<file path="config.mk">
export PLATFORM = sky130hd
export DESIGN_NAME = fence_set_adjust
export DESIGN_NICKNAME = d
export VERILOG_FILES = /design/src/rtl/fence_adj_pkg.sv /design/src/rtl/fence_field_decode.sv /design/src/rtl/fiom_gate.sv /design/src/rtl/io_set_fold.sv /design/src/rtl/order_class_enc.sv /design/src/rtl/fence_set_adjust.sv
export SDC_FILE = /design/constraint.sdc
export NUM_CORES = 1
export LEC_CHECK = 0
export BUFFER_PORTS_ARGS = -buffer_cell sky130_fd_sc_hd__buf_4
export CAP_MARGIN = 20
export CORE_MARGIN = 2
export CORE_UTILIZATION = 37
export CTS_CLUSTER_DIAMETER = 80
export CTS_CLUSTER_SIZE = 25
export DETAILED_ROUTE_END_ITERATION = 8
export PLACE_DENSITY = 0.76
export REMOVE_ABC_BUFFERS = 1
export SETUP_SLACK_MARGIN = 0.02
export SKIP_LAST_GASP = 1
export SLEW_MARGIN = 5
export SYNTH_ARGS = -nofsm -noshare
export SYNTH_HDL_FRONTEND = slang
export SYNTH_SLANG_ARGS = --single-unit
</file>
<file path="constraint.sdc">
create_clock -name clk -period 2.6 [get_ports clk]
set_input_delay 0.13 -clock clk [delete_from_list [all_inputs] [get_ports clk]]
set_output_delay 0.13 -clock clk [all_outputs]
set_load 0.005 [all_outputs]
</file>
<file path="src/rtl/fence_adj_pkg.sv">
package fence_adj_pkg;

    localparam int INSTR_W = 32;
    localparam int SET_W   = 4;
    localparam int CLASS_W = 4;
    localparam int NUM_SETS = 2;

    typedef enum logic [1:0] {
        PRIV_USER  = 2'b00,
        PRIV_SUPER = 2'b01,
        PRIV_RSVD  = 2'b10,
        PRIV_MACH  = 2'b11
    } priv_e;

    typedef struct packed {
        logic               valid;
        logic [SET_W-1:0]   pred;
        logic [SET_W-1:0]   succ;
        logic [CLASS_W-1:0] cls;
    } fence_out_t;

endpackage

</file>
<file path="src/rtl/fence_field_decode.sv">
module fence_field_decode
    import fence_adj_pkg::*;
#(
    parameter logic [6:0] OPCODE = 7'b0001111
) (
    input  logic [INSTR_W-1:0] instr,
    output logic               hit,
    output logic [SET_W-1:0]   pred,
    output logic [SET_W-1:0]   succ
);
    logic top_ok;
    logic mid_ok;
    logic op_ok;

    always_comb begin
        top_ok = (instr[31:28] == 4'b0000);
        mid_ok = (instr[19:7] == 13'd0);
        op_ok  = (instr[6:0] == OPCODE);
        hit    = top_ok && mid_ok && op_ok;
        pred   = instr[27:24];
        succ   = instr[23:20];
    end
endmodule

</file>
<file path="src/rtl/fiom_gate.sv">
module fiom_gate
    import fence_adj_pkg::*;
(
    input  logic [1:0] priv,
    input  logic       m_bit,
    input  logic       s_bit,
    output logic       active
);
    always_comb begin
        unique case (priv)
            PRIV_SUPER: active = m_bit;
            PRIV_USER:  active = m_bit | s_bit;
            default:    active = 1'b0;
        endcase
    end
endmodule

</file>
<file path="src/rtl/io_set_fold.sv">
module io_set_fold #(
    parameter int W = 4
) (
    input  logic [W-1:0] set_in,
    input  logic         active,
    output logic [W-1:0] set_out
);
    localparam int HALF = W / 2;

    always_comb begin
        set_out[W-1:HALF] = set_in[W-1:HALF];
        set_out[HALF-1:0] = active ? (set_in[HALF-1:0] | set_in[W-1:HALF])
                                   : set_in[HALF-1:0];
    end
endmodule

</file>
<file path="src/rtl/order_class_enc.sv">
module order_class_enc
    import fence_adj_pkg::*;
(
    input  logic [1:0]         pred_rw,
    input  logic [1:0]         succ_rw,
    output logic [CLASS_W-1:0] cls
);
    logic [CLASS_W-1:0] p_ext;
    logic [CLASS_W-1:0] s_ext;

    always_comb begin
        p_ext = {{(CLASS_W-2){1'b0}}, pred_rw};
        s_ext = {{(CLASS_W-2){1'b0}}, succ_rw};
        if (pred_rw == 2'b00 || succ_rw == 2'b00)
            cls = '0;
        else
            cls = (p_ext - 1'b1) * CLASS_W'(3) + s_ext;
    end
endmodule

</file>
<file path="src/rtl/fence_set_adjust.sv">
module fence_set_adjust
    import fence_adj_pkg::*;
(
    input  logic               clk,
    input  logic               rst_n,
    input  logic [INSTR_W-1:0] instr_i,
    input  logic [1:0]         priv_i,
    input  logic               m_fiom_i,
    input  logic               s_fiom_i,
    output logic               valid_o,
    output logic [SET_W-1:0]   pred_o,
    output logic [SET_W-1:0]   succ_o,
    output logic [CLASS_W-1:0] class_o
);
    logic                            hit;
    logic                            fold_on;
    logic [NUM_SETS-1:0][SET_W-1:0]  raw_sets;
    logic [NUM_SETS-1:0][SET_W-1:0]  adj_sets;
    logic [CLASS_W-1:0]              cls;
    fence_out_t                      out_d;
    fence_out_t                      out_q;

    fence_field_decode u_decode (
        .instr (instr_i),
        .hit   (hit),
        .pred  (raw_sets[0]),
        .succ  (raw_sets[1])
    );

    fiom_gate u_gate (
        .priv   (priv_i),
        .m_bit  (m_fiom_i),
        .s_bit  (s_fiom_i),
        .active (fold_on)
    );

    for (genvar g = 0; g < NUM_SETS; g++) begin : g_fold
        io_set_fold #(.W(SET_W)) u_fold (
            .set_in  (raw_sets[g]),
            .active  (fold_on),
            .set_out (adj_sets[g])
        );
    end

    order_class_enc u_enc (
        .pred_rw (adj_sets[0][1:0]),
        .succ_rw (adj_sets[1][1:0]),
        .cls     (cls)
    );

    always_comb begin
        out_d = '0;
        if (hit) begin
            out_d.valid = 1'b1;
            out_d.pred  = adj_sets[0];
            out_d.succ  = adj_sets[1];
            out_d.cls   = cls;
        end
    end

    always_ff @(posedge clk) begin
        if (!rst_n) out_q <= '0;
        else        out_q <= out_d;
    end

    assign valid_o = out_q.valid;
    assign pred_o  = out_q.pred;
    assign succ_o  = out_q.succ;
    assign class_o = out_q.cls;
endmodule

</file>
Word level (Yosys, flattened, before mapping)

Index checks and enable logic that the tools add are counted.
W data, S select, Z words.

$add $sub $neg: 2
$mul: 1
Equality and inequality tests: 2
Multiplexer cells: 5
Bitwise logic cells: 5
Reduce and logical (&&, ||, !) cells: 10

Operator list:

| kind                  | number |
|---|---|
| $logic_not A13 Y1     | 1 |
| $mux W13              | 1 |
| $eq A7 B4 Y1 const B  | 1 |
| $logic_not A2 Y1      | 3 |
| $add A4 B2 Y4         | 1 |
| $logic_not A4 Y1      | 1 |
| $mul A4 B2 Y4 const B | 1 |
| $mux W2               | 2 |
| $mux W4               | 1 |
| $or A2 B2 Y2          | 2 |
| $reduce_or A3 Y1      | 1 |
| $sub A2 B1 Y3 const B | 1 |
| $eq A2 B1 Y1 const B  | 1 |
| $logic_and A1 B1 Y1   | 2 |
| $not A1 Y1            | 2 |
| $pmux W1 S2           | 1 |
| $reduce_and A2 Y1     | 1 |
| $logic_or A1 B1 Y1    | 1 |
| $or A1 B1 Y1          | 1 |

Register bits after elaboration: 13
Input bits: 38
Output and inout port bits: 13

Longest topological paths before layout

Word-level depth: 8
Depth in mapped cells: 11
Mapped depth without buffers: 11

By module

From an unflattened synthesis, not the netlist that was laid out.

Cell total of the unflattened synthesis: 74
Area, all modules: 718.2 um^2

By module, submodules not included:

| module             | times used | cells an instance | area each (um^2) |
|---|---|---|---|
| fence_set_adjust   | 1          | 28                | 365.4 |
| order_class_enc    | 1          | 17                | 143.9 |
| fence_field_decode | 1          | 18                | 130.1 |
| io_set_fold        | 2          | 4                 | 30.0 |
| fiom_gate          | 1          | 3                 | 18.8 |

Least setup slack after synthesis

OpenSTA, ideal clock, no wires.

Path type: input-to-reg
From: in priv_i[0]
To: reg out_q, in the netlist class_o[3]
Setup time: 92 ps
Arrival time: 2259 ps
Required time: 2508 ps
Path slack: 249 ps
Stages on the path: 11
Buffers on the path: 0
Path through: nand2b_1 > a21oi_1 > a21oi_1 > inv_1 > ha_1 > xnor3_1 > ha_1 > fa_1 > xor2_1 > nand2_1 > nor4_1

RTL lines:

| item                 | RTL line               | source |
|---|---|---|
| start, declared      | fence_set_adjust.sv:7  | `input logic [1:0] priv_i,` |
| end signal, assigned | fence_set_adjust.sv:63 | `else out_q <= out_d;` |
| end, declared        | fence_set_adjust.sv:21 | `fence_out_t out_q;` |

==> impl_metrics.yaml <==
power_and_ir_drop:
  ir_drop_mv: 0.2041
  leakage_uw: 0.0005580
  p_per_area_nw_per_um2: 381.7
  report.power.total_uw: 412.7
synthesis:
  synth_edf_count: 0
  syn_area_per_cell_um2: 9.894
  synth_xor_area_share_pct: 4.864
  netlist_top_cells_count: "13 x dfxtp_1, 7 x nor2_1, 5 x and2_1"
  synth-seq-cells: 13
  synth_compound_area_share_pct: 8.366
  synthTopCellsByArea: "dfxtp_1 40%, ha_1 7.8%, and2_1 4.9%"
  synth.distinct_cells: 26
  synthMuxAreaShare_pct: 1.556
  async_flop_share_pct: 0
  synth-simple-area-share_pct: 30.74
  synth_fa_ha_area_share_pct: 10.89
  synth.top_cell.area_share_pct: 40.47
  ys.flop_type: "dfxtp_1"
  synth.most_common_cell: "dfxtp_1"
  synth_cells: 65
  synth_top_family_by_area: "simple AND/OR/NAND/NOR gates"
  ys_warn_count: 0
  netlist_area_um2: 643.1
  yosys.area.top_type: "dfxtp_1"
  yosysSeqAreaShare_pct: 40.47
sta:
  slew_violations: 0
  worst_slew_pin_slew_ns: 0.5478
  rsz0062_at_grt: "false"
  max_clock_freq_ghz: 0.4268
  fin_crit_ns: 2.343
  slew_headroom_pct: 63.37
  period_share_pct: 90.11
  setup_violations: 0
  hold_viol: 0
clocking:
  cts_hold_buf: 0
  cts_tree: "yes"
  post_cts.repair.setup_buffers: 0
  htreeDepth: 1
  cts_num_sinks: 13
  clk_pin_slew_ns: 0.07
  ctsResizeCount: 0
  cts_made_buffers: 3
  clockBufferDepth: 2
  root_buffer: "clkbuf_4"
finish:
  num-fill-cells: 151
  diodes: 0
  multi_input_area_um2: 362.8
  fin_area_um2: 1081
  drive_gt1_share_pct: 51.24
  regArea_um2: 260.3
  fin_nets: 165
  synthToLayoutAreaGrowth_pct: 68.09
global_routing:
  grt_max_degree: 8
  overflow: 0
  grt_use_total_pct: 16.24
  grt_first_pass_wirelength_um: 2394
  grt_pass1_vias: 559
  antenna_found_initial: 0
drt:
  viasPerCell: 4.775
  wirelength_um: 1614
  drtIter0Drc: 16
  drt-wirelength-per-cell_um: 11.70
  dr.pass1.iters: 4
  drcViolationCount: 0
  postRouteAntennaNets: 0
  vias: 659
die:
  start_util_pct: 38.50
  die_x_um: 45.69
  die_y_um: 45.69
  io_pins: 51
  row_count: 15
  die_area_um2: 2088
  coreArea_um2: 1670
worst_setup_path:
  arrival_ns: 2.51
  worstPathMaxFanout: 4
  end_kind: "flop"
  cp-start-kind: "primary input"
  path_class: "in -> reg"
  required_ns: 2.77
hold_path:
  hold_path_class: "in -> reg"
place:
  dpl.hpwl_um: 1409
  numPortBuffers: 50
  placed_area_um2: 1055
  gp_congestion: 0.8279
outcome:
  status: "completed"
run:
  drv_cap: 0
==> layout by cell type (no fill, tap or decap), types with 3 or more instances in the layout <==
cell type and instances:
a21oi_1 3, and2_1 5, buf_4 52, clkbuf_4 3, dfxtp_1 13, ha_1 4
inv_1 4, nand2_1 4, nor2_1 7, nor4_1 4
==> worst paths after layout <==
check	depth (start not counted)	slack (ns)	end	start
worst max-delay path	12	0.26	class_o[3]$_SDFF_PP0_	priv_i[0]
worst min-delay path	2	0.09	succ_o[2]$_SDFF_PP0_	instr_i[22]
==> report_power, final <==
| part | switching (uW) | internal, uW | total [uW] |
|---|---|---|---|
| clock | 56.9 | 59.3 | 116 |
| sequential | 0.00000214 | 199 | 199 |
| combinational | 35.7 | 61.8 | 97.5 |
==> stage by stage <==
step / hold slack [ns] / setup WS [ns] / setup TNS, ns / cells / utilization (%)
6_report: 0.08686 / 0.2573 / 0 / 138 / 64.72
4_1_cts: 0.07339 / 0.2727 / 0 / 138 / 64.72
5_1_grt: 0.07884 / 0.05999 / 0 / 138 / 64.72
3_5_place_dp: 0.3589 / -0.01795 / -0.01795 / 134 / 63.15
3_3_place_gp: 0.3609 / 0.1111 / 0 / 134 / 63.15
2_1_floorplan: 0.2517 / 0.2487 / 0 / 65 / -
==> area by class of cell <==
cell class / count / area share [%]
Sequential cell: 13 / 24.07
Clock buffer: 4 / 2.431
Tap cell: 17 / 1.968
Multi-Input combinational cell: 47 / 33.56
Inverter: 5 / 1.852
Timing Repair Buffer: 52 / 36.11
==> flip-flops by register name, summed over array words and instances (netlist names) <==
name	count
valid_o	1
pred_o	4
succ_o	4
class_o	4
==> kinds of logic after synthesis <==
logic type	after synthesis
simple gates	31
mux	1
flops	13
fa+ha+maj	5
buf+inv	5
xor+xnor	2
compound gates	8
==> critical path, stage by stage <==
cell and delay [ns]:
buf_4 0.11, nand2b_1 0.16, a21oi_1 0.31, a21oi_1 0.14, inv_1 0.08, ha_1 0.22
xnor3_1 0.35, ha_1 0.22, fa_1 0.37, xor2_1 0.14, nand2_1 0.07, nor4_1 0.20
==> per-layer routing <==
layer / vias up / wire length [um] / GRT usage [%]
met5: - / 0 / 0
met4: 0 / 4 / 6.857
met3: 2 / 97 / 4.762
met2: 20 / 769 / 23.66
met1: 295 / 743 / 22.30
li1: 342 / - / -
(Power assumes the default switching activity.)
